File: config.mk
export PLATFORM = sky130hd
export DESIGN_NAME = audio_clkgen
export DESIGN_NICKNAME = d
export VERILOG_FILES = /design/src/rtl/acg_pkg.sv /design/src/rtl/acg_div_ctl.sv /design/src/rtl/acg_mod_counter.sv /design/src/rtl/audio_clkgen.sv
export SDC_FILE = /design/constraint.sdc
export NUM_CORES = 1
export LEC_CHECK = 0
export BUFFER_PORTS_ARGS = -buffer_cell sky130_fd_sc_hd__buf_4
export CORE_MARGIN = 2
export CORE_UTILIZATION = 35
export CTS_BUF_LIST = sky130_fd_sc_hd__clkbuf_8
export CTS_CLUSTER_DIAMETER = 200
export CTS_CLUSTER_SIZE = 12
export DETAILED_ROUTE_END_ITERATION = 8
export HOLD_SLACK_MARGIN = 0.05
export PLACE_DENSITY = 0.53
export SETUP_SLACK_MARGIN = 0.15
export SYNTH_ARGS = -nofsm -noshare
export SYNTH_HDL_FRONTEND = slang
export SYNTH_HIERARCHICAL = 1
export SYNTH_SLANG_ARGS = --single-unit
File: constraint.sdc
create_clock -name clk -period 2.76 [get_ports clk]
set_clock_uncertainty 0.15 [all_clocks]
set_input_delay 0.276 -clock clk [delete_from_list [all_inputs] [get_ports clk]]
set_output_delay 0.276 -clock clk [all_outputs]
set_load 0.05 [all_outputs]
File: src/rtl/acg_pkg.sv
package acg_pkg;
  typedef enum logic [1:0] {
    PDIV_1    = 2'b00,
    PDIV_2    = 2'b01,
    PDIV_3    = 2'b10,
    PDIV_RSVD = 2'b11
  } pdiv_e;

  // terminal count (period minus one) of the pre-divider
  function automatic logic [1:0] pdiv_last(pdiv_e c);
    case (c)
      PDIV_1:  return 2'd0;
      PDIV_2:  return 2'd1;
      default: return 2'd2;
    endcase
  endfunction
endpackage

File: src/rtl/acg_div_ctl.sv
module acg_div_ctl
  import acg_pkg::*;
(
  input  logic       clk,
  input  logic       rst_n,
  input  logic       wr_i,
  input  logic [1:0] code_i,
  input  logic       pdn_i,
  input  logic       clk_off_i,
  output pdiv_e      code_o,
  output logic       err_o
);
  pdiv_e code_q;
  logic  err_q;
  logic  safe;

  assign safe = pdn_i && clk_off_i;

  always_ff @(posedge clk or negedge rst_n) begin
    if (!rst_n) begin
      code_q <= PDIV_2;
      err_q  <= 1'b0;
    end else if (wr_i) begin
      if (code_i == 2'b11)
        err_q <= 1'b1;
      else if (safe)
        code_q <= pdiv_e'(code_i);
    end
  end

  assign code_o = code_q;
  assign err_o  = err_q;

  // reserved code is never stored and always flags
  p_rsvd_reject_r8: assert property (@(posedge clk) disable iff (!rst_n)
    (wr_i && code_i == 2'b11) |=> ($stable(code_o) && err_o));
  // stored code is always legal
  p_code_legal_r8: assert property (@(posedge clk) disable iff (!rst_n)
    code_o != PDIV_RSVD);
  // writes outside the safe window do not take effect
  p_write_locked_r7: assert property (@(posedge clk) disable iff (!rst_n)
    (wr_i && !(pdn_i && clk_off_i)) |=> $stable(code_o));
  // sticky flag never falls outside reset
  p_err_sticky_r8: assert property (@(posedge clk) disable iff (!rst_n)
    err_o |=> err_o);
endmodule

File: src/rtl/acg_mod_counter.sv
module acg_mod_counter #(
  parameter int W = 2
) (
  input  logic         clk,
  input  logic         rst_n,
  input  logic         clr_i,
  input  logic         adv_i,
  input  logic [W-1:0] last_i,
  output logic         tick_o
);
  logic [W-1:0] cnt_q;
  logic         at_end;

  // >= keeps the counter bounded if the limit drops while running
  assign at_end = (cnt_q >= last_i);
  assign tick_o = adv_i && at_end;

  always_ff @(posedge clk or negedge rst_n) begin
    if (!rst_n)
      cnt_q <= '0;
    else if (clr_i)
      cnt_q <= '0;
    else if (adv_i)
      cnt_q <= at_end ? '0 : cnt_q + 1'b1;
  end
endmodule

File: src/rtl/audio_clkgen.sv
module audio_clkgen
  import acg_pkg::*;
#(
  parameter int RATIO_LO = 125,
  parameter int RATIO_HI = 128
) (
  input  logic       clk,
  input  logic       rst_n,
  input  logic       pdn_i,
  input  logic       clk_off_i,
  input  logic       div_wr_i,
  input  logic [1:0] div_sel_i,
  input  logic       scale_en_i,
  input  logic       scale_by4_i,
  input  logic       ratio_sel_i,
  input  logic       sync_en_i,
  output logic       int_ce_o,
  output logic       fs_stb_o,
  output logic       sync_start_o,
  output logic [1:0] div_cur_o,
  output logic       div_err_o
);
  localparam int RMAX = (RATIO_HI > RATIO_LO) ? RATIO_HI : RATIO_LO;
  localparam int RW   = $clog2(RMAX);
  localparam logic [RW-1:0] LO_LAST = RW'(RATIO_LO - 1);
  localparam logic [RW-1:0] HI_LAST = RW'(RATIO_HI - 1);

  pdiv_e      code;
  logic       running;
  logic       pre_tick, ce, fs;
  logic [1:0] scale_last;
  logic       sync_q;

  acg_div_ctl u_ctl (
    .clk(clk), .rst_n(rst_n), .wr_i(div_wr_i), .code_i(div_sel_i),
    .pdn_i(pdn_i), .clk_off_i(clk_off_i), .code_o(code), .err_o(div_err_o)
  );

  assign running    = !clk_off_i;
  assign scale_last = !scale_en_i ? 2'd0 : (scale_by4_i ? 2'd3 : 2'd1);

  acg_mod_counter #(.W(2)) u_pre (
    .clk(clk), .rst_n(rst_n), .clr_i(clk_off_i), .adv_i(running),
    .last_i(pdiv_last(code)), .tick_o(pre_tick)
  );

  acg_mod_counter #(.W(2)) u_scale (
    .clk(clk), .rst_n(rst_n), .clr_i(clk_off_i), .adv_i(pre_tick),
    .last_i(scale_last), .tick_o(ce)
  );

  acg_mod_counter #(.W(RW)) u_ratio (
    .clk(clk), .rst_n(rst_n), .clr_i(clk_off_i), .adv_i(ce),
    .last_i(ratio_sel_i ? HI_LAST : LO_LAST), .tick_o(fs)
  );

  // sync level sampled on the internal clock
  always_ff @(posedge clk or negedge rst_n) begin
    if (!rst_n)  sync_q <= 1'b0;
    else if (ce) sync_q <= sync_en_i;
  end

  assign int_ce_o     = ce;
  assign fs_stb_o     = fs;
  assign sync_start_o = ce && sync_en_i && !sync_q;
  assign div_cur_o    = code;


  p_off_silent_r5: assert property (@(posedge clk) disable iff (!rst_n)
    clk_off_i |-> !(int_ce_o || fs_stb_o || sync_start_o));

  p_fs_on_ce_r3: assert property (@(posedge clk) disable iff (!rst_n)
    fs_stb_o |-> int_ce_o);

  p_sync_single_r9: assert property (@(posedge clk) disable iff (!rst_n)
    sync_start_o |=> !sync_start_o);
  // enable is one cycle wide whenever the pre-divide exceeds 1
  p_ce_width_r2: assert property (@(posedge clk) disable iff (!rst_n)
    (int_ce_o && div_cur_o != 2'b00) |=> !int_ce_o);
endmodule

==> metrics.yaml <==
yosys:
  ys_seq_area_frac: 0.343
  ys_seq_elements: 15
  yosysWarnings: 6
  syn_inst: 111
  syn_area_per_cell_sq_um: 9.89
  synth_area_sq_mm: 0.00110
  synthFlopType: "dfrtp_1"
  postSynth.asyncResetShare: 1.00
  yosysUniqueCellTypes: 42
  synth_edf_count: 0
cells_and_area:
  layout-drive-gt1-share: 0.338
  seqCellArea_sq_um: 378
  multi_input_area_sq_um: 727
  fin_cells: 180
  syn2layout_area_growth_pct: 26.8
  fin_area_sq_mm: 0.00139
  nFillCells: 290
  antennaDiodeCount: 0
  nets: 160
flow_run:
  max_cap_viol_count: 0
clocking:
  cts_made_buffers: 3
  ctsHtreeMaxLevel: 1
  clock_latency_ns: 0.24
  tritoncts: "done"
  cts_root_buffer: "clkbuf_8"
  clock_sinks: 15
  cts.clk_slew.worst_paths_ns: 0.06
  clk_path_buf_depth: 2
timing:
  max_freq_mhz: 397
  rsz0062_at_grt: "false"
  hold_viol: 0
  min_period_ns: 2.52
  fin_crit_sh: 0.912
  fin_tns_setup_ns: 0
  maxSlewViolCount: 0
  setup_violations: 0
  timing.final.ws_setup_ns: 0.244
critical_path:
  slowest_delay_ns: 0.54
  path_buf_inv: 1
  startpoint: "u_ctl/code_o[0]"
  cp.arrival_ns: 2.09
  rrSetupSlack_ns: 0.31
  slowest_stage: "dfstp_2"
  crit_fanout: 7
  startpoint_type: "flop"
  crit_path_end: "sync_start_o"
  worstRegToRegCells: 9
  endpoint_kind: "output pin"
  r2r_end: "u_ratio/cnt_q[0]"
  timing.critical_path.mode_cell: "nor2b_4"
  worstPathRequired_ns: 2.33
  worstSetupPathType: "reg2out"
  r2r_start: "u_ctl/code_o[0]"
  worst-path-stages: 8
  crit_family: "simple AND/OR/NAND/NOR gates"
  path_cells: "nor2b_1 -> ha_1 -> nand2b_4 -> a21oi_4 -> nor2b_4 -> nor2b_4 -> and3b_2 -> buf_4"
die:
  coreArea_sq_mm: 0.00303
  die-area_sq_mm: 0.00360
  fp.dieW_microns: 60.0
  initial_core_util: 0.362
  num_rows: 20
  fp.dieH_microns: 60.0
  ios: 17
grt:
  grt_pass1_wl_mm: 3.71
  antenna_found_initial: 0
  grt_pass1_vias: 863
  grt_overflow: 0
  grt_start_max_net_pins: 16
  globalRouteTotalUtil: 0.135
route:
  drt_drc_violations_left: 0
  drtIter0Drc: 13
  routed_wl_mm: 2.03
  final_antenna_net_count: 0
  vias: 846
  wl_per_cell_microns: 11.3
  first_pass_iters: 4
  post_drt_via_cell_ratio: 4.70
placement:
  dpl_worst_slack_ns: 0.297
  dpl_cell_area_sq_mm: 0.00133
  dp_hpwl_mm: 1.58
  place_congestion: 0.696
  io_buffers: 16
  dp.cells: 174
status:
  status: "finished, final reports clean"
power_and_ir_drop:
  total_power_mw: 0.686
  ir_worst_vdd_mv: 0.289
  internal_power_mw: 0.462
  p_sw_frac: 0.327
  power.share.sequential: 0.403
  p_leak_nw: 0.717
  comb_power_share: 0.348
  power.switching_mw: 0.224
  pwr-share-clk: 0.249
  power_density_mw_per_mm2: 493
min_path:
  hp-class: "in2reg"
-- registers in the layout (all words and copies together) (netlist names) --
register,flops
u_ratio/cnt_q,7
sync_q,1
u_ctl/err_o,1
u_scale/cnt_q,2
u_pre/cnt_q,2
u_ctl/code_o,2
-- worst reg2reg max path: stages (launching register included) --
cell,delay [ns]
dfstp_2,0.54
nor2b_1,0.14
ha_1,0.23
nand2b_4,0.15
a21oi_4,0.17
nor2b_4,0.08
nor2b_4,0.16
nor2_2,0.36
nor2_4,0.09
mux2_2,0.27
-- cells in the mapped netlist, types with 2 or more instances --
library cell	number	area, sq um
a22o_1	3	26.3
a21oi_2	4	35.0
o21a_1	3	22.5
ha_1	12	150
inv_1	13	48.8
nand3_1	2	10.0
o21ai_1	2	10.0
a21bo_1	2	20.0
a21oi_1	3	15.0
and2b_2	2	17.5
nor2_1	3	11.3
o22ai_1	2	12.5
nor3_1	3	15.0
a211oi_2	2	25.0
nand2b_1	2	12.5
nand2_1	4	15.0
a31o_2	3	26.3
nand3b_1	2	15.0
dfrtp_1	14	350
nor2b_1	6	37.5
a21o_1	3	22.5
-- per-stage QoR --
stage / hold WS (ns) / util
finish: 0.125 / 0.460
detailed placement: -0.00737 / 0.439
global route: 0.122 / 0.460
CTS: 0.119 / 0.457
global placement: -0.00426 / 0.439
floorplan: -0.170 / -
-- area by class of cell --
cell class | instances | share of cell area
clock inverter | 1 | 0.00270
tap | 44 | 0.0396
clock buffer | 3 | 0.0297
sequential | 15 | 0.272
multi-input combinational | 86 | 0.522
timing repair buffer | 18 | 0.0989
inverter | 13 | 0.0351
-- logic make-up after synthesis --
logic type,Yosys count,share of synthesized area
and+or+nand+nor,34,0.194
AOI/OAI and AO/OA,33,0.251
DFF,15,0.343
buffers and inverters,14,0.0479
adders and majority gates,12,0.137
muxes,2,0.0239
other,1,0.00342
-- metal layers --
layer	up-vias	global-route usage	part of all wire
met5	-	0	0
met4	0	0.0286	0.0040
met3	2	0.0455	0.043
met2	14	0.227	0.44
met1	386	0.169	0.51
li1	444	-	-
-- how the worst min path moves through the flow --
stage                     cells after the start  slack, ns  startpoint                to
after floorplan                               0      -0.17       rst_n            sync_q
after global placement                        1     -0.004       rst_n  u_ratio/cnt_q[5]
after detailed placement                      1     -0.007       rst_n       u_ctl/err_o
after CTS                                     2       0.12   sync_en_i            sync_q
after global routing                          2       0.12   sync_en_i            sync_q
final                                         2       0.13   sync_en_i            sync_q
-- what timing repair did --
item / CTS / global route
hold endpoints to repair: 15 / 0
hold buffers: 1 / 0
gates resized for setup: 0 / 0
buffers inserted: 0 / 1
setup endpoints to repair: 0 / 3
-- layout by cell type, fill, tap and decap left out, types with 2 or more instances in the layout --
master     n
nand3_1    2
nor3_1     3
o21ai_1    2
ha_1      12
nand3b_1   2
a31o_2     3
dfrtp_1   13
nor2b_4    2
o22ai_1    2
inv_1     14
nand2_1    4
buf_4     17
a21o_1     3
and2b_2    2
a22o_1     3
a211oi_2   2
a21oi_1    3
clkbuf_8   3
a21bo_1    2
o21a_1     3
conb_1     5
a21oi_2    3
nor2_1     2
nor2b_1    4
-- power by group through the flow --
stage | Sequential [mW] | Clock, mW | Combinational, mW
after floorplan | 0.295 | 0 | 0.157
after global placement | 0.279 | 0 | 0.228
after detailed placement | 0.280 | 0 | 0.230
after CTS | 0.276 | 0.178 | 0.233
after global routing | 0.281 | 0.190 | 0.264
final | 0.276 | 0.171 | 0.239
Note: power is estimated with default switching activity, not from simulation.
